===== config.mk =====
export PLATFORM = sky130hd
export DESIGN_NAME = prog_seq
export DESIGN_NICKNAME = d
export VERILOG_FILES = /design/src/rtl/prog_seq_pkg.sv /design/src/rtl/prog_gather.sv /design/src/rtl/prog_guard.sv /design/src/rtl/prog_engine.sv /design/src/rtl/prog_seq.sv
export SDC_FILE = /design/constraint.sdc
export NUM_CORES = 1
export LEC_CHECK = 0
export ABC_AREA = 1
export BUFFER_PORTS_ARGS = -buffer_cell sky130_fd_sc_hd__buf_2
export CAP_MARGIN = 10
export CORE_MARGIN = 2
export CORE_UTILIZATION = 45
export CTS_BUF_LIST = sky130_fd_sc_hd__clkbuf_4 sky130_fd_sc_hd__clkbuf_8
export DETAILED_ROUTE_END_ITERATION = 10
export PLACE_DENSITY_LB_ADDON = 0.15
export SYNTH_ARGS = -nofsm -noshare
export SYNTH_HDL_FRONTEND = slang
export SYNTH_HIERARCHICAL = 1
export SYNTH_SLANG_ARGS = --single-unit
export TNS_END_PERCENT = 50

===== constraint.sdc =====
create_clock -name clk -period 2.5 [get_ports clk]
set_input_delay 0.125 -clock clk [delete_from_list [all_inputs] [get_ports clk]]
set_output_delay 0.125 -clock clk [all_outputs]
set_load 0.01 [all_outputs]

===== src/rtl/prog_seq_pkg.sv =====
package prog_seq_pkg;
  typedef enum logic [1:0] {
    K_NONE   = 2'b00,
    K_SINGLE = 2'b01,
    K_PAGE   = 2'b10,
    K_ALL    = 2'b11
  } wr_kind_t;
endpackage


===== src/rtl/prog_gather.sv =====
module prog_gather
  import prog_seq_pkg::*;
#(
  parameter int ADDR_W     = 7,
  parameter int DATA_W     = 16,
  parameter int PAGE_WORDS = 4,
  localparam int CW        = $clog2(PAGE_WORDS + 1),
  localparam int PAW       = $clog2(PAGE_WORDS)
) (
  input  logic                               clk,
  input  logic                               rst,
  input  logic                               busy,
  input  logic                               cs_fall,
  input  logic                               ser_edge,
  input  logic                               cmd_start,
  input  wr_kind_t                           cmd_kind,
  input  logic [ADDR_W-1:0]                  cmd_addr,
  input  logic                               word_valid,
  input  logic [DATA_W-1:0]                  word_data,
  output wr_kind_t                           kind,
  output logic [ADDR_W-1:0]                  base,
  output logic [CW-1:0]                      count,
  output logic [PAGE_WORDS-1:0][DATA_W-1:0]  slots,
  output logic                               fire
);
  logic              open_q, cancel_q;
  wr_kind_t          kind_q;
  logic [ADDR_W-1:0] base_q;
  logic [CW-1:0]     cnt_q, limit;
  logic [PAGE_WORDS-1:0][DATA_W-1:0] slots_q;
  logic              full;

  assign limit = (kind_q == K_PAGE) ? CW'(PAGE_WORDS) : CW'(1);
  assign full  = (cnt_q >= limit);

  always_ff @(posedge clk) begin
    if (rst) begin
      open_q   <= 1'b0;
      cancel_q <= 1'b0;
      kind_q   <= K_NONE;
      base_q   <= '0;
      cnt_q    <= '0;
      slots_q  <= '0;
    end else if (!busy) begin
      if (cs_fall) begin
        open_q <= 1'b0;
      end else if (cmd_start && cmd_kind != K_NONE) begin
        open_q   <= 1'b1;
        cancel_q <= 1'b0;
        kind_q   <= cmd_kind;
        base_q   <= cmd_addr;
        cnt_q    <= '0;
      end else if (open_q) begin
        if (word_valid && !full) begin
          slots_q[cnt_q[PAW-1:0]] <= word_data;
          cnt_q <= cnt_q + CW'(1);
        end else if (ser_edge && full) begin
          cancel_q <= 1'b1;
        end
      end
    end
  end

  assign fire  = open_q && cs_fall && (cnt_q != '0) && !cancel_q;
  assign kind  = kind_q;
  assign base  = base_q;
  assign count = cnt_q;
  assign slots = slots_q;

  // never more words held than the command can take
  a_r4_count_bound: assert property (@(posedge clk) disable iff (rst)
    open_q |-> (cnt_q <= limit));
endmodule


===== src/rtl/prog_guard.sv =====
module prog_guard
  import prog_seq_pkg::*;
#(
  parameter int ADDR_W     = 7,
  parameter int PAGE_WORDS = 4,
  localparam int CW        = $clog2(PAGE_WORDS + 1),
  localparam int PAW       = $clog2(PAGE_WORDS)
) (
  input  wr_kind_t          kind,
  input  logic [ADDR_W-1:0] base,
  input  logic [CW-1:0]     count,
  input  logic              wr_permit,
  input  logic              guard_en,
  input  logic [ADDR_W-1:0] guard_base,
  output logic              permit
);
  logic [PAGE_WORDS-1:0] hit;

  for (genvar i = 0; i < PAGE_WORDS; i++) begin : g_tgt
    logic [ADDR_W-1:0] tgt;
    assign tgt    = {base[ADDR_W-1:PAW], base[PAW-1:0] + PAW'(i)};
    assign hit[i] = (CW'(i) < count) && (tgt >= guard_base);
  end

  always_comb begin
    if (kind == K_ALL) permit = wr_permit && !guard_en;
    else               permit = wr_permit && !(guard_en && (|hit));
  end
endmodule


===== src/rtl/prog_engine.sv =====
module prog_engine
  import prog_seq_pkg::*;
#(
  parameter int ADDR_W      = 7,
  parameter int DATA_W      = 16,
  parameter int PAGE_WORDS  = 4,
  parameter int PROG_CYCLES = 500,
  localparam int CW         = $clog2(PAGE_WORDS + 1),
  localparam int PAW        = $clog2(PAGE_WORDS),
  localparam int DEPTH      = 1 << ADDR_W,
  localparam int TW         = $clog2(PROG_CYCLES) + 1
) (
  input  logic                              clk,
  input  logic                              rst,
  input  logic                              go,
  input  wr_kind_t                          kind,
  input  logic [ADDR_W-1:0]                 base,
  input  logic [CW-1:0]                     count,
  input  logic [PAGE_WORDS-1:0][DATA_W-1:0] slots,
  output logic                              busy,
  output logic                              arr_we,
  output logic [ADDR_W-1:0]                 arr_addr,
  output logic [DATA_W-1:0]                 arr_wdata
);
  logic [TW-1:0]     tcnt_q, nwr_q;
  logic [ADDR_W-1:0] wa;
  logic [DATA_W-1:0] wd;

  always_comb begin
    if (kind == K_ALL) begin
      wa = tcnt_q[ADDR_W-1:0];
      wd = slots[0];
    end else begin
      wa = {base[ADDR_W-1:PAW], base[PAW-1:0] + tcnt_q[PAW-1:0]};
      wd = slots[tcnt_q[PAW-1:0]];
    end
  end

  always_ff @(posedge clk) begin
    if (rst) begin
      busy      <= 1'b0;
      tcnt_q    <= '0;
      nwr_q     <= '0;
      arr_we    <= 1'b0;
      arr_addr  <= '0;
      arr_wdata <= '0;
    end else begin
      arr_we <= 1'b0;
      if (!busy) begin
        if (go) begin
          busy   <= 1'b1;
          tcnt_q <= '0;
          nwr_q  <= (kind == K_ALL) ? TW'(DEPTH) : TW'(count);
        end
      end else begin
        if (tcnt_q < nwr_q) begin
          arr_we    <= 1'b1;
          arr_addr  <= wa;
          arr_wdata <= wd;
        end
        if (tcnt_q == TW'(PROG_CYCLES - 1)) busy <= 1'b0;
        tcnt_q <= tcnt_q + TW'(1);
      end
    end
  end

  // page writes never leave the page of the start address
  a_r3_page_wrap: assert property (@(posedge clk) disable iff (rst)
    (arr_we && kind == K_PAGE) |-> (arr_addr[ADDR_W-1:PAW] == base[ADDR_W-1:PAW]));
endmodule


===== src/rtl/prog_seq.sv =====
module prog_seq
  import prog_seq_pkg::*;
#(
  parameter int ADDR_W      = 7,
  parameter int DATA_W      = 16,
  parameter int PAGE_WORDS  = 4,
  parameter int PROG_CYCLES = 500,
  localparam int CW         = $clog2(PAGE_WORDS + 1)
) (
  input  logic              clk,
  input  logic              rst,
  input  logic              cs,
  input  logic              ser_edge,
  input  logic              cmd_start,
  input  logic [1:0]        cmd_kind,
  input  logic [ADDR_W-1:0] cmd_addr,
  input  logic              word_valid,
  input  logic [DATA_W-1:0] word_data,
  input  logic              wr_permit,
  input  logic              guard_en,
  input  logic [ADDR_W-1:0] guard_base,
  output logic              busy,
  output logic              arr_we,
  output logic [ADDR_W-1:0] arr_addr,
  output logic [DATA_W-1:0] arr_wdata
);
  logic              cs_q, cs_fall, fire, permit, go;
  wr_kind_t          kind;
  logic [ADDR_W-1:0] base;
  logic [CW-1:0]     count;
  logic [PAGE_WORDS-1:0][DATA_W-1:0] slots;

  always_ff @(posedge clk) begin
    if (rst) cs_q <= 1'b0;
    else     cs_q <= cs;
  end
  assign cs_fall = cs_q && !cs;
  assign go      = fire && permit && !busy;

  prog_gather #(.ADDR_W(ADDR_W), .DATA_W(DATA_W), .PAGE_WORDS(PAGE_WORDS)) u_gather (
    .clk(clk), .rst(rst), .busy(busy), .cs_fall(cs_fall), .ser_edge(ser_edge),
    .cmd_start(cmd_start), .cmd_kind(wr_kind_t'(cmd_kind)), .cmd_addr(cmd_addr),
    .word_valid(word_valid), .word_data(word_data),
    .kind(kind), .base(base), .count(count), .slots(slots), .fire(fire)
  );

  prog_guard #(.ADDR_W(ADDR_W), .PAGE_WORDS(PAGE_WORDS)) u_guard (
    .kind(kind), .base(base), .count(count), .wr_permit(wr_permit),
    .guard_en(guard_en), .guard_base(guard_base), .permit(permit)
  );

  prog_engine #(.ADDR_W(ADDR_W), .DATA_W(DATA_W), .PAGE_WORDS(PAGE_WORDS),
                .PROG_CYCLES(PROG_CYCLES)) u_engine (
    .clk(clk), .rst(rst), .go(go), .kind(kind), .base(base), .count(count),
    .slots(slots), .busy(busy), .arr_we(arr_we), .arr_addr(arr_addr),
    .arr_wdata(arr_wdata)
  );

  // a cycle begins only on a sampled chip-select fall
  a_r6_start_on_fall: assert property (@(posedge clk) disable iff (rst)
    $rose(busy) |-> $past(cs_fall));
  // a cycle begins only when the guard allowed it
  a_r9_start_permitted: assert property (@(posedge clk) disable iff (rst)
    $rose(busy) |-> $past(permit));
  // array strobes only inside a program cycle
  a_r10_we_in_cycle: assert property (@(posedge clk) disable iff (rst)
    arr_we |-> $past(busy));
endmodule


Yosys cells after proc, flatten, opt, wreduce, memory -nomap -nowiden
Cells that the tools add are included.
{"block": "totals", "rom_bits": 0, "ff_bits": 124, "elab_cells": 106, "latchBits": 0, "out_inout_bits": 25, "inputBits": 40, "n_memories": 0, "ramBits": 0}
{"block": "op_classes", "magnitude_cmp": 13, "addsub": 6, "shifts": 0, "n_div": 0, "n_reduce_logical": 39, "muxes": 25, "n_eq_ne": 4, "n_bitwise": 3, "n_mul": 0}
{"op": "bitwise mux 64 bit", "n": 1}
{"op": "2-to-1 mux 16 bit", "n": 3}
{"op": "binary-select mux 16 bit (select 2 bit)", "n": 1}
{"op": "demux 16 bit (select 2 bit)", "n": 1}
{"op": ">= comparator 7 bit", "n": 4}
{"op": "2-to-1 mux 10 bit", "n": 2}
{"op": "logical AND 1 bit", "n": 17}
{"op": "2-to-1 mux 3 bit", "n": 4}
{"op": "nonzero test 2 bit", "n": 6}
{"op": "2-to-1 mux 1 bit", "n": 11}
{"op": "adder 10 x 1 -> 10 bit (second input constant)", "n": 1}
{"op": "equality test 10 x 9 -> 1 bit (second input constant)", "n": 1}
{"op": "less-than comparator 10 bit", "n": 1}
{"op": "AND reduction 5 bit", "n": 2}
{"op": "2-to-1 mux 8 bit", "n": 1}
{"op": "2-to-1 mux 7 bit", "n": 1}
{"op": "logical NOT 1 bit", "n": 6}
{"op": "less-than comparator 1 x 3 -> 1 bit (first input constant)", "n": 2}
{"op": "less-than comparator 2 x 3 -> 1 bit (first input constant)", "n": 2}
{"op": "less-than comparator 2 x 3 -> 1 bit (second input constant)", "n": 2}
{"op": "AND reduction 2 bit", "n": 3}
{"op": "adder 2 bit (second input constant)", "n": 2}
{"op": "equality test 2 bit (second input constant)", "n": 2}
{"op": "AND reduction 4 bit", "n": 1}
{"op": "11 further kinds", "n": 13}

Logic depth before layout (Yosys ltp)
Gate-level depths: netlist of run 1.
{"block": "logic_depth", "word_depth": 12, "mapped_depth": 21}

Modules after synthesis
The synthesis of run 1 kept the hierarchy.
{"module": "prog_gather", "cells_per_inst": 462, "area_per_inst_um2": 3313.2, "instances": 1}
{"module": "prog_engine", "cells_per_inst": 441, "area_per_inst_um2": 2553.7, "instances": 1}
{"module": "prog_guard", "cells_per_inst": 85, "area_per_inst_um2": 488.0, "instances": 1}
{"module": "prog_seq", "cells_per_inst": 7, "area_per_inst_um2": 45.0, "instances": 1}

Worst setup path before layout of run 1
OpenSTA, ideal clock, no wires.
{"block": "synth_path", "path_type": "flip-flop to flip-flop", "from": "register u_gather.base_q[1], in the netlist u_gather/base[1]", "to": "register u_engine.tcnt_q[8]", "setup_slack_ns": 0.271, "arrival_ns": 2.099, "path_buffers": 0, "path_stages_with_launch": 19, "cell_sequence": "dfxtp_1 xnor2_1 inv_1 ha_1 a21boi_0 nand2_1 nand3_1 nand2_1 nand2_1 nor2_1 nand2_1 a21oi_2 nand2_1 nor2_1 inv_1 nor2_1 inv_1 a22oi_1 nor3_1"}
{"block": "synth_between", "elab_chain_len": 11, "elab_cells_between_ends": 19, "classes_between": "3 x add/sub; 4 x order compare; 1 x mux; 11 x reduce/logical"}
{"item": "from (decl)", "line_no": "prog_gather.sv:28", "text": "logic [ADDR_W-1:0] base_q;"}
{"item": "from (signal assigned)", "line_no": "prog_gather.sv:51", "text": "base_q <= cmd_addr;"}
{"item": "adder 2 x 1 -> 2 bit / adder 2 bit (equally long branches)", "line_no": "prog_guard.sv:21", "text": "assign tgt = {base[ADDR_W-1:PAW], base[PAW-1:0] + PAW'(i)};"}
{"item": ">= comparator 7 bit", "line_no": "prog_guard.sv:22", "text": "assign hit[i] = (CW'(i) < count) && (tgt >= guard_base);"}
{"item": "logical AND 1 bit", "line_no": "prog_guard.sv:22"}
{"item": "OR reduction 4 bit *", "line_no": "prog_guard.sv:27", "text": "else permit = wr_permit && !(guard_en && (|hit));"}
{"item": "logical AND 1 bit *", "line_no": "prog_guard.sv:27"}
{"item": "logical NOT 1 bit *", "line_no": "prog_guard.sv:27"}
{"item": "logical AND 1 bit *", "line_no": "prog_guard.sv:27"}
{"item": "2-to-1 mux 1 bit *", "line_no": "prog_guard.sv:26", "text": "if (kind == K_ALL) permit = wr_permit && !guard_en;"}
{"item": "via permit", "line_no": "prog_seq.sv:27", "text": "logic cs_q, cs_fall, fire, permit, go;"}
{"item": "logical AND 1 bit * (2 in series)", "line_no": "prog_seq.sv:38", "text": "assign go = fire && permit && !busy;"}
{"item": "via go", "line_no": "prog_seq.sv:27"}
{"item": "nonzero test 2 bit (no line) *"}
{"item": "to (signal assigned)", "line_no": "prog_engine.sv:62", "text": "tcnt_q <= tcnt_q + TW'(1);"}
{"item": "to (decl)", "line_no": "prog_engine.sv:25", "text": "logic [TW-1:0] tcnt_q, nwr_q;"}
The timed path passes the listed nets; every way through them passes the cells marked *.
A chain may end at the register's enable or synchronous reset.

Worst setup path after layout of run 1
Same ends and word-level chain as after synthesis.

==> out/qor.csv, run 1 <==
metric,value,unit
status,"finished, final reports clean",
antenna_found_initial,0,
ys.flop_type,dfxtp_1,
clkPwrFrac,39.1,%
crit_buf_inv,3,
synth_nets,1057,
slew_viol_final,0,
crit_start,u_gather/base[1]$_SDFFE_PP0P_,
die_y,123.3,um
busiest_layer,met1,
die_area,15190,um2
overflow,0,
initial_utilization,46.11,%
worst_pin_slew,984.6,ps
cts_buffer_depth,2,
hold_depth,5,
relSlewSlack,34.28,%
gr-usage-met3,4.659,%
grt_first_pass_wirelength,26300,um
drv_cap,0,
syn_to_final_growth,14.17,%
reg2reg_depth,18,
crit_chain,xnor2_2 > inv_1 > ha_1 > a21boi_0 > nand2_1 > nand3_1 > nand2_1 > nand2_1 > nor2_1 > nand2_1 > a21oi_2 > nand2_1 > nor2_2 > inv_2 > nor2_4 > inv_2 > a22oi_2 > nor3_1,
cts_inserted_buffers,17,
n_antenna_cell,0,
p_int,2.891,mW
setup_viol_count_final,0,
hp-class,in -> reg,
placed_area,6815,um2
fp.dieW,123.3,um
gp_congestion,0.8627,
crit_type,reg -> reg,
hp-start,word_data[10],
clk_pin_slew,70,ps
clk-insertion-delay-late,430,ps
reg2reg_slack,200,ps
fin_nets,1116,
crit_family,simple AND/OR/NAND/NOR gates,
yosysUniqueCellTypes,37,
critical_path.max_fanout,5,
grt_pass1_vias,5259,
synth-async-reset-ratio,0,%
synth_seq_area_share,36.91,%
p_per_area,547.4,nW/um2
core,13880,um2
cp-end-kind,flip-flop,
setup-tns-final,0,ps
grt_usage,22.03,%
crit_arrival,2620,ps
finClkSkew,7.564,ps
wl,15810,um
yosys_warnings,6,
avgSynthCellArea,6.432,um2
dr.pass1.iters,5,
drc,0,
period_share,92.18,%
grt_use_met2,31.11,%
post-cts-setup-buffers,0,
cts_tree,done,
grt_max_degree,91,
startpoint_type,flip-flop,
clock.fmax,433.9,MHz
p_seq_share,48.5,%
min_period,2304,ps
synth_edf_count,0,
cts_root_buf,clkbuf_8,
path_depth,18,
initialDrtViolationCount,365,
rows,43,
io_pins,65,
slowest_delay,370,ps
stdcell_area,7307,um2
p_sw_share,27.74,%
h-tree-depth,4,
port-buffer-count,64,
rr_endpoint,u_engine/tcnt_q[8]$_SDFFE_PP0P_,
drive_gt1_share,15.75,%
p_switching,1.110,mW
wl_per_cell,12.67,um
hold_slack,49.75,ps
via_per_inst,4.769,
cp.required,2810,ps
cts_num_sinks,118,
synth_cells,995,
ys_ff_latch,118,
grt_setup_unrepaired,yes,
crit_top_cell,nand2_1,
hold_violations,0,
grt_use_met1,33.50,%
synthDominantCellAreaShare,36.91,%
pwr-share-comb,12.5,%
via_count,5947,
peakVddDrop,0.0002717,V
synth_largest_area_cell,dfxtp_1,
leakagePower,3.622,nW
crit_slowest_cell,dfxtp_4,
syn_area,6400,um2
timing.rr.start,u_gather/base[1]$_SDFFE_PP0P_,
yosys-top-cells-area,"dfxtp_1 37%, nand2_1 16%, nor2_1 10%",
ant_nets,0,
hold_path_end,u_gather/slots[10]$_SDFFE_PP0P_,
detailed_place_hpwl,10200,um
[power groups by stage]
stage               logic, mW  registers [mW]  clock network, mW
floorplan               0.349            1.97                  0
global placement        0.479            1.98                  0
detailed placement      0.477            1.98                  0
CTS                     0.492            1.94               1.60
global route            0.565            1.94               1.68
finish                  0.499            1.94               1.56
[synthesized netlist by cell type (2+ instances only)]
cell type	instances
a211oi_1	2
a21boi_0	2
a21oi_1	86
a21oi_2	2
a21oi_4	2
buf_1	9
buf_2	6
buf_4	19
buf_6	3
clkbuf_1	18
clkinv_1	3
dfxtp_1	118
ha_1	22
inv_1	103
inv_2	6
nand2_1	265
nand2_2	3
nand3_1	89
nand3_2	2
nand3b_1	7
nor2_1	170
nor2_2	3
nor3_1	6
o21ai_0	21
o21ai_2	2
or2_2	14
xnor2_1	2
[worst reg2reg max path, stage by stage (launching register included)]
cell	delay, ps
dfxtp_4	370
xnor2_2	180
inv_1	60
ha_1	260
a21boi_0	130
nand2_1	70
nand3_1	70
nand2_1	60
nand2_1	50
nor2_1	80
nand2_1	60
a21oi_2	110
nand2_1	70
nor2_2	120
inv_2	50
nor2_4	150
inv_2	80
a22oi_2	180
nor3_1	60
[metal layers]
metal | part of all wire, % | wire length (um)
met5 | 0 | 0
met4 | 0.77 | 121
met1 | 53 | 8416
met3 | 5.0 | 788
met2 | 41 | 6478
[area by class of cell]
cell class              count  area, um2
clock inverters             9      51.30
well taps                 180      225.2
inverters                 112      420.4
clock buffers              23      304.0
multi-input cells         710       3347
flip-flops and latches    118       2369
repair buffers             95      590.6
fillers                  1490       6574
[registers in the layout (all words and copies together), names as in the netlist]
signal	flops
cs_q	1
u_engine/arr_wdata	16
u_gather/open_q	1
u_gather/count	3
u_gather/cancel_q	1
u_gather/base	7
u_engine/busy	1
u_engine/tcnt_q	10
u_gather/kind	2
u_engine/arr_we	1
u_engine/arr_addr	7
u_engine/nwr_q	4
u_gather/slots	64
[logic make-up after synthesis]
logic type | count (synthesis) | synth area share [%]
compound gates | 123 | 10.64
xor+xnor | 2 | 0.2738
fa+ha+maj | 22 | 4.301
buf+inv | 167 | 11.38
flops | 118 | 36.91
simple gates | 563 | 36.50
[layout by cell type (no fill, tap or decap), types with 2 or more instances in the layout]
master | Yosys | routed
or2_2 | 14 | 14
nor2_1 | 170 | 165
nand3_2 | 2 | 2
o21ai_2 | 2 | 2
clkbuf_4 | 0 | 2
dfxtp_1 | 118 | 115
clkbuf_8 | 0 | 21
nand3b_1 | 7 | 7
nor2_4 | 0 | 2
buf_4 | 19 | 20
nand2_1 | 265 | 265
a21boi_0 | 2 | 2
nor2_2 | 3 | 6
dlygate4sd3_1 | 0 | 10
dfxtp_2 | 0 | 2
a21oi_4 | 2 | 2
a21oi_2 | 2 | 2
buf_2 | 6 | 64
inv_1 | 103 | 99
nand2_2 | 3 | 3
ha_1 | 22 | 21
clkinv_1 | 3 | 3
o21ai_0 | 21 | 21
clkinv_2 | 0 | 7
nand3_1 | 89 | 89
inv_2 | 6 | 10
nor3_1 | 6 | 6
a211oi_1 | 2 | 2
a21oi_1 | 86 | 86
[how the worst max path moves through the flow]
stage | slack, ps | end
after CTS | 70 | u_engine/tcnt_q[8]$_SDFFE_PP0P_
final | 200 | u_engine/tcnt_q[8]$_SDFFE_PP0P_
after global routing | -70 | u_engine/tcnt_q[9]$_SDFFE_PP0P_
after global placement | 60 | u_engine/tcnt_q[9]$_SDFFE_PP0P_
after floorplan | 270 | u_engine/tcnt_q[8]$_SDFFE_PP0P_
after detailed placement | -9 | u_engine/tcnt_q[8]$_SDFFE_PP0P_
[per-stage QoR]
step,setup slack [ps],cells,util (%),total power [mW]
finish,195.5,1247,52.64,4.000
global route,-70.37,1247,52.64,4.191
CTS,69.38,1247,52.40,4.031
detailed placement,-8.625,1205,49.10,2.456
global placement,61.15,1205,49.10,2.457
floorplan,270.9,995,-,2.324
[timing repair]
item / CTS / global route
hold buffers: 10 / 0
pin swaps: 0 / 1
endpoints found under the hold margin: 10 / 0
gates resized for setup: 1 / 15
endpoints found under the setup margin: 2 / 12
Power figures use the tool's default switching activity.
==> run 2: changes to the inputs <==
--- a/config.mk
+++ b/config.mk
@@ -6,13 +6,13 @@
 export NUM_CORES = 1
 export LEC_CHECK = 0
 export ABC_AREA = 1
-export BUFFER_PORTS_ARGS = -buffer_cell sky130_fd_sc_hd__buf_2
+export BUFFER_PORTS_ARGS = -buffer_cell sky130_fd_sc_hd__clkbuf_2
 export CAP_MARGIN = 10
 export CORE_MARGIN = 2
 export CORE_UTILIZATION = 45
 export CTS_BUF_LIST = sky130_fd_sc_hd__clkbuf_4 sky130_fd_sc_hd__clkbuf_8
 export DETAILED_ROUTE_END_ITERATION = 10
-export PLACE_DENSITY_LB_ADDON = 0.15
+export PLACE_DENSITY = 0.63
 export SYNTH_ARGS = -nofsm -noshare
 export SYNTH_HDL_FRONTEND = slang
 export SYNTH_HIERARCHICAL = 1
==> run 2 against run 1 <==
Net effect:
- non-clock buffer count unchanged
- count of clock-buffer cells in the layout unchanged
- die area unchanged
- first-iteration DRC count up 21%
- largest cell class unchanged
- sequential share of layout area down 0.47 points
- core utilization up 0.74 points
- critical path depth unchanged
- highest routed layer unchanged
- critical path type unchanged
==> out/qor.csv, run 2 (synthesized netlist as in run 1, its figures left out) <==
metric,value,unit,change
status,"finished, final reports clean",,unchanged
worst_pin_slew,1052,ps,was 984.6 ps
overflow,0,,unchanged
cts_tree,done,,unchanged
startpoint_type,flip-flop,,unchanged
cts_buffer_depth,2,,unchanged
fp.dieW,123.3,um,unchanged
via_per_inst,4.790,,was 4.769
critical_path.max_fanout,4,,was 5
fin_ws,138.8,ps,was 195.5 ps
n_antenna_cell,0,,unchanged
initialDrtViolationCount,440,,was 365
pre_cts_ws,29.10,ps,was -8.625 ps
die_y,123.3,um,unchanged
drive_gt1_share,16.12,%,was 15.75%
fin_cells,1247,,unchanged
syn_to_final_growth,15.78,%,was 14.17%
cp.required,2830,ps,was 2810 ps
seqCellArea,2367,um2,was 2369 um2
hold_slack,45.10,ps,was 49.75 ps
crit_chain,xnor2_2 > inv_1 > ha_1 > a21boi_1 > nand2_1 > nand3_1 > nand2_1 > nand2_1 > nor2_1 > nand2_1 > a21oi_2 > nand2_1 > nor2_2 > inv_2 > nor2_4 > inv_2 > a22oi_2 > nor3_1,,was xnor2_2 > inv_1 > ha_1 > a21boi_0 > nand2_1 > nand3_1 > nand2_1 > nand2_1 > nor2_1 > nand2_1 > a21oi_2 > nand2_1 > nor2_2 > inv_2 > nor2_4 > inv_2 > a22oi_2 > nor3_1
p_total,4.215,mW,was 4.000 mW
drv_cap,0,,unchanged
wl,15660,um,was 15810 um
crit_arrival,2690,ps,was 2620 ps
dr.pass1.iters,5,,unchanged
period_share,94.45,%,was 92.18%
p_per_area,568.8,nW/um2,was 547.4 nW/um2
clk_pin_slew,70,ps,about the same
clk-insertion-delay-late,450,ps,was 430 ps
hp-class,in -> reg,,unchanged
rows,43,,unchanged
drc,0,,unchanged
grt_pass1_vias,5230,,was 5259
antenna_found_initial,0,,unchanged
mostFrequentLayoutCell,nand2_1,,unchanged
grt_setup_unrepaired,yes,,unchanged
relSlewSlack,29.79,%,was 34.28%
core,13880,um2,unchanged
slew_viol_final,0,,unchanged
h-tree-depth,4,,unchanged
io_pins,65,,unchanged
min_period,2361,ps,was 2304 ps
die_area,15190,um2,unchanged
cts_root_buf,clkbuf_8,,unchanged
gp_congestion,0.8822,,was 0.8627
cts_inserted_buffers,17,,unchanged
crit_family,simple AND/OR/NAND/NOR gates,,unchanged
final_cell_mix,"264 x nand2_1, 166 x nor2_1, 116 x dfxtp_1",,"was 265 x nand2_1, 165 x nor2_1, 115 x dfxtp_1"
ant_nets,0,,unchanged
multi_input_area,3368,um2,was 3347 um2
clock.fmax,423.5,MHz,was 433.9 MHz
finClkSkew,8.042,ps,was 7.564 ps
port-buffer-count,64,,unchanged
crit_buf_inv,3,,unchanged
cp-end-kind,flip-flop,,unchanged
crit_type,reg -> reg,,unchanged
grt_first_pass_wirelength,25790,um,was 26300 um
detailed_place_hpwl,10270,um,was 10200 um
crit_slowest_cell,dfxtp_4,,unchanged
wl_per_cell,12.56,um,was 12.67 um
peakVddDrop,0.0002844,V,was 0.0002717 V
initial_utilization,46.11,%,unchanged
grt_usage,21.75,%,was 22.03%
via_count,5973,,was 5947
fill_cells,1484,,was 1490
dp.cells,1205,,unchanged
leakagePower,3.646,nW,was 3.622 nW
crit_top_cell,nand2_1,,unchanged
setup_viol_count_final,0,,unchanged
grt_max_degree,65,,was 91
hold_violations,0,,unchanged
slowest_delay,360,ps,was 370 ps
cts_num_sinks,118,,unchanged
fin_nets,1116,,unchanged
largest_register_ffs,64,,unchanged
-- run 2: changes by cell type in the layout (fill, tap and decap cells not counted), sizes merged --
| cell | delta |
|---|---|
| clkinv | -1 |
| buf | -63 |
| clkinvlp | -1 |
| bufinv | +2 |
| dlygate4sd3 | -1 |
| clkbuf | +64 |
-- run 2: where the power goes --
part	internal, mW	switching (mW)
registers	1.91	0.0271
logic	0.181	0.323
clock network	1.00	0.765
total	3.10	1.12
-- run 2: what timing repair did --
action / CTS / global route
buffers inserted: 0 / 1
resized for setup: 0 / 23
setup endpoints to repair: 0 / 12
hold buffers: 9 / 0
hold endpoints to repair: 9 / 0
-- run 2: layout make-up --
type                       instances  area share (%)
timing repair buffer              95           8.443
sequential                       118           31.95
clock buffer                      23           4.103
tap                              180           3.040
inverter                         112           5.674
clock inverter                     9           1.334
multi-input combinational        710           45.46
-- run 2: through the flow --
stage | setup TNS [ps] | utilization (%) | instance area, um2
2_1_floorplan | 0 | - | 6400
5_1_grt | -426.4 | 53.38 | 7410
3_3_place_gp | 0 | 49.37 | 6853
6_report | 0 | 53.38 | 7410
3_5_place_dp | 0 | 49.37 | 6853
4_1_cts | 0 | 52.92 | 7346
-- run 2: worst paths after layout --
path	cells after the start	from	slack, ps	end
worst min-delay path	5	word_data[10]	50	u_gather/slots[42]$_SDFFE_PP0P_
worst min register to register	2	u_gather/slots[6]$_SDFFE_PP0P_	480	u_gather/slots[6]$_SDFFE_PP0P_
worst max register to register	18	u_gather/base[0]$_SDFFE_PP0P_	140	u_engine/tcnt_q[8]$_SDFFE_PP0P_
worst max-delay path	18	u_gather/base[0]$_SDFFE_PP0P_	140	u_engine/tcnt_q[8]$_SDFFE_PP0P_
-- run 2: worst register-to-register path: cells and delay by family, from the launching register on --
| kind | cells | cell delay [ps] |
|---|---|---|
| simple gates | 10 | 850 |
| fa+ha+maj | 1 | 260 |
| buf+inv | 3 | 220 |
| xor+xnor | 1 | 170 |
| compound gates | 3 | 400 |
| flops | 1 | 360 |
-- run 2: layer usage --
| layer | vias up | share of wire [%] | global-route usage, % |
|---|---|---|---|
| li1 | 3226 | - | - |
| met1 | 2571 | 53 | 33.07 |
| met2 | 152 | 40 | 30.36 |
| met3 | 24 | 5.1 | 4.382 |
| met4 | 0 | 1.6 | 7.031 |
| met5 | - | 0 | 0 |
==> run 3: changes to the inputs <==
--- a/config.mk
+++ b/config.mk
@@ -12,6 +12,7 @@
 export CORE_UTILIZATION = 45
 export CTS_BUF_LIST = sky130_fd_sc_hd__clkbuf_4 sky130_fd_sc_hd__clkbuf_8
 export DETAILED_ROUTE_END_ITERATION = 10
+export HOLD_SLACK_MARGIN = 0.12
 export PLACE_DENSITY = 0.63
 export SYNTH_ARGS = -nofsm -noshare
 export SYNTH_HDL_FRONTEND = slang
==> run 3 against run 2 <==
Net effect:
- maximum frequency down 0.36%
- via count up 2.4%
- critical path depth unchanged
- wire length up 2.0%
- final cell count up 1.8%
- core utilization up 1.6 points
- final area up 3.0%
- flip-flop and latch count unchanged
- critical endpoint unchanged
- largest power group unchanged
==> out/qor.csv, run 3 (synthesized netlist as in run 1, its figures left out) <==
metric,value,unit,change
syn_to_final_growth,19.22,%,was 15.78%
multi_input_area,3368,um2,unchanged
cp.required,2830,ps,about the same
dr.pass1.iters,5,,unchanged
n_antenna_cell,0,,unchanged
wl,15980,um,was 15660 um
hp-start,word_valid,,was word_data[10]
drc,0,,unchanged
final_cell_mix,"264 x nand2_1, 166 x nor2_1, 116 x dfxtp_1",,unchanged
crit_chain,xnor2_2 > inv_1 > ha_1 > a21boi_1 > nand2_1 > nand3_1 > nand2_1 > nand2_1 > nor2_1 > nand2_1 > a21oi_2 > nand2_1 > nor2_2 > inv_2 > nor2_4 > inv_2 > a22oi_2 > nor3_1,,unchanged
setup_viol_count_final,0,,unchanged
overflow,0,,unchanged
crit_arrival,2700,ps,was 2690 ps
reg2reg_depth,18,,unchanged
crit_type,reg -> reg,,unchanged
h-tree-depth,4,,unchanged
via_per_inst,4.818,,was 4.790
initial_utilization,46.11,%,unchanged
drive_gt1_share,15.79,%,was 16.12%
crit_buf_inv,3,,unchanged
hold_violations,0,,unchanged
min_period,2370,ps,was 2361 ps
cts_buffer_depth,2,,unchanged
slew_viol_final,0,,unchanged
core,13880,um2,unchanged
grt_setup_unrepaired,yes,,unchanged
hold_slack,222.2,ps,was 45.10 ps
grt_first_pass_wirelength,26170,um,was 25790 um
cts_tree,done,,unchanged
reg2reg_slack,130,ps,was 140 ps
detailed_place_hpwl,10270,um,unchanged
cp-end-kind,flip-flop,,unchanged
period_share,94.79,%,was 94.45%
clock.fmax,422.0,MHz,was 423.5 MHz
leakagePower,3.741,nW,was 3.646 nW
slowest_delay,360,ps,about the same
die_y,123.3,um,unchanged
cts_inserted_buffers,17,,unchanged
crit_family,simple AND/OR/NAND/NOR gates,,unchanged
drv_cap,0,,unchanged
clk_pin_slew,70,ps,about the same
hold_depth,5,,unchanged
peakVddDrop,0.0002862,V,was 0.0002844 V
grt_pass1_vias,5330,,was 5230
cts_num_sinks,118,,unchanged
wl_per_cell,12.59,um,was 12.56 um
largest_register_ffs,64,,unchanged
ant_nets,0,,unchanged
antenna_found_initial,0,,unchanged
io_pins,65,,unchanged
crit_top_cell,nand2_1,,unchanged
port-buffer-count,64,,unchanged
p_per_area,556.6,nW/um2,was 568.8 nW/um2
fill_cells,1467,,was 1484
rows,43,,unchanged
grt_max_degree,65,,unchanged
hp-class,in -> reg,,unchanged
startpoint_type,flip-flop,,unchanged
fp.dieW,123.3,um,unchanged
rr_endpoint,u_engine/tcnt_q[8]$_SDFFE_PP0P_,,unchanged
via_count,6114,,was 5973
initialDrtViolationCount,492,,was 440
mostFrequentLayoutCell,nand2_1,,unchanged
gp_congestion,0.8822,,unchanged
seqCellArea,2367,um2,unchanged
timing.rr.start,u_gather/base[0]$_SDFFE_PP0P_,,unchanged
fin_nets,1138,,was 1116
die_area,15190,um2,unchanged
relSlewSlack,29.22,%,was 29.79%
clk-insertion-delay-late,450,ps,about the same
pre_cts_ws,29.10,ps,unchanged
critical_path.max_fanout,4,,unchanged
hold_path_end,u_gather/count[2]$_SDFFE_PP0P_,,was u_gather/slots[42]$_SDFFE_PP0P_
worst_pin_slew,1060,ps,was 1052 ps
crit_slowest_cell,dfxtp_4,,unchanged
crit_start,u_gather/base[0]$_SDFFE_PP0P_,,unchanged
cts_root_buf,clkbuf_8,,unchanged
finClkSkew,8.975,ps,was 8.042 ps
status,"finished, final reports clean",,unchanged
grt_usage,22.03,%,was 21.75%
fin_ws,130.3,ps,was 138.8 ps
## run 3: cell count changes in the layout (fill, tap and decap cells not counted)
cell / before / now
dlygate4sd3_1: 9 / 31
## run 3: worst max path at each step
stage / endpoint / cells after the start
after detailed placement: u_engine/tcnt_q[8]$_SDFFE_PP0P_ / 18
after global routing: u_engine/tcnt_q[8]$_SDFFE_PP0P_ / 18
after global placement: u_engine/tcnt_q[9]$_SDFFE_PP0P_ / 20
after floorplan: u_engine/tcnt_q[8]$_SDFFE_PP0P_ / 18
final: u_engine/tcnt_q[8]$_SDFFE_PP0P_ / 18
after CTS: u_engine/tcnt_q[9]$_SDFFE_PP0P_ / 20
## run 3: layout make-up
class	instances	share of cell area (%)
multi-input combinational	710	44.15
sequential	118	31.03
timing repair buffer	117	11.09
inverter	112	5.510
clock buffer	23	3.985
tap	180	2.952
clock inverter	9	1.296
## run 3: worst reg2reg max path: stages (launching register included)
cell and delay, ps:
dfxtp_4 360, xnor2_2 170, inv_1 60, ha_1 260
a21boi_1 130, nand2_1 60, nand3_1 70, nand2_1 70
nand2_1 50, nor2_1 90, nand2_1 70, a21oi_2 110
nand2_1 60, nor2_2 150, inv_2 60, nor2_4 170
inv_2 100, a22oi_2 160, nor3_1 60
## run 3: metrics by stage
stage	cell area [um2]	utilization (%)	std cells	total power, mW	TNS [ps]
5_1_grt	7630	54.97	1269	4.439	-436.1
3_3_place_gp	6853	49.37	1205	2.463	0
6_report	7630	54.97	1269	4.247	0
2_1_floorplan	6400	-	995	2.324	0
4_1_cts	7566	54.51	1268	4.273	0
3_5_place_dp	6853	49.37	1205	2.462	0
## run 3: routing by layer
metal	vias to the layer above	part of all wire, %	wire length, um	track usage (%)
li1	3270	-	-	-
met1	2663	52	8295	33.18
met2	159	42	6641	31.22
met3	22	5.1	817	4.382
met4	0	1.4	228	7.031
met5	-	0	0	0
## run 3: where the power goes
group / leakage, nW / internal (mW) / switching (mW)
clock: 0.216 / 1.00 / 0.770
combinational: 2.57 / 0.204 / 0.329
sequential: 0.955 / 1.91 / 0.0270
## run 3: what timing repair did
action	4_1_cts	5_1_grt
hold endpoints to repair	81	0
hold buffers	31	0
gates resized for setup	0	23
setup endpoints to repair	0	12
buffers inserted	0	1
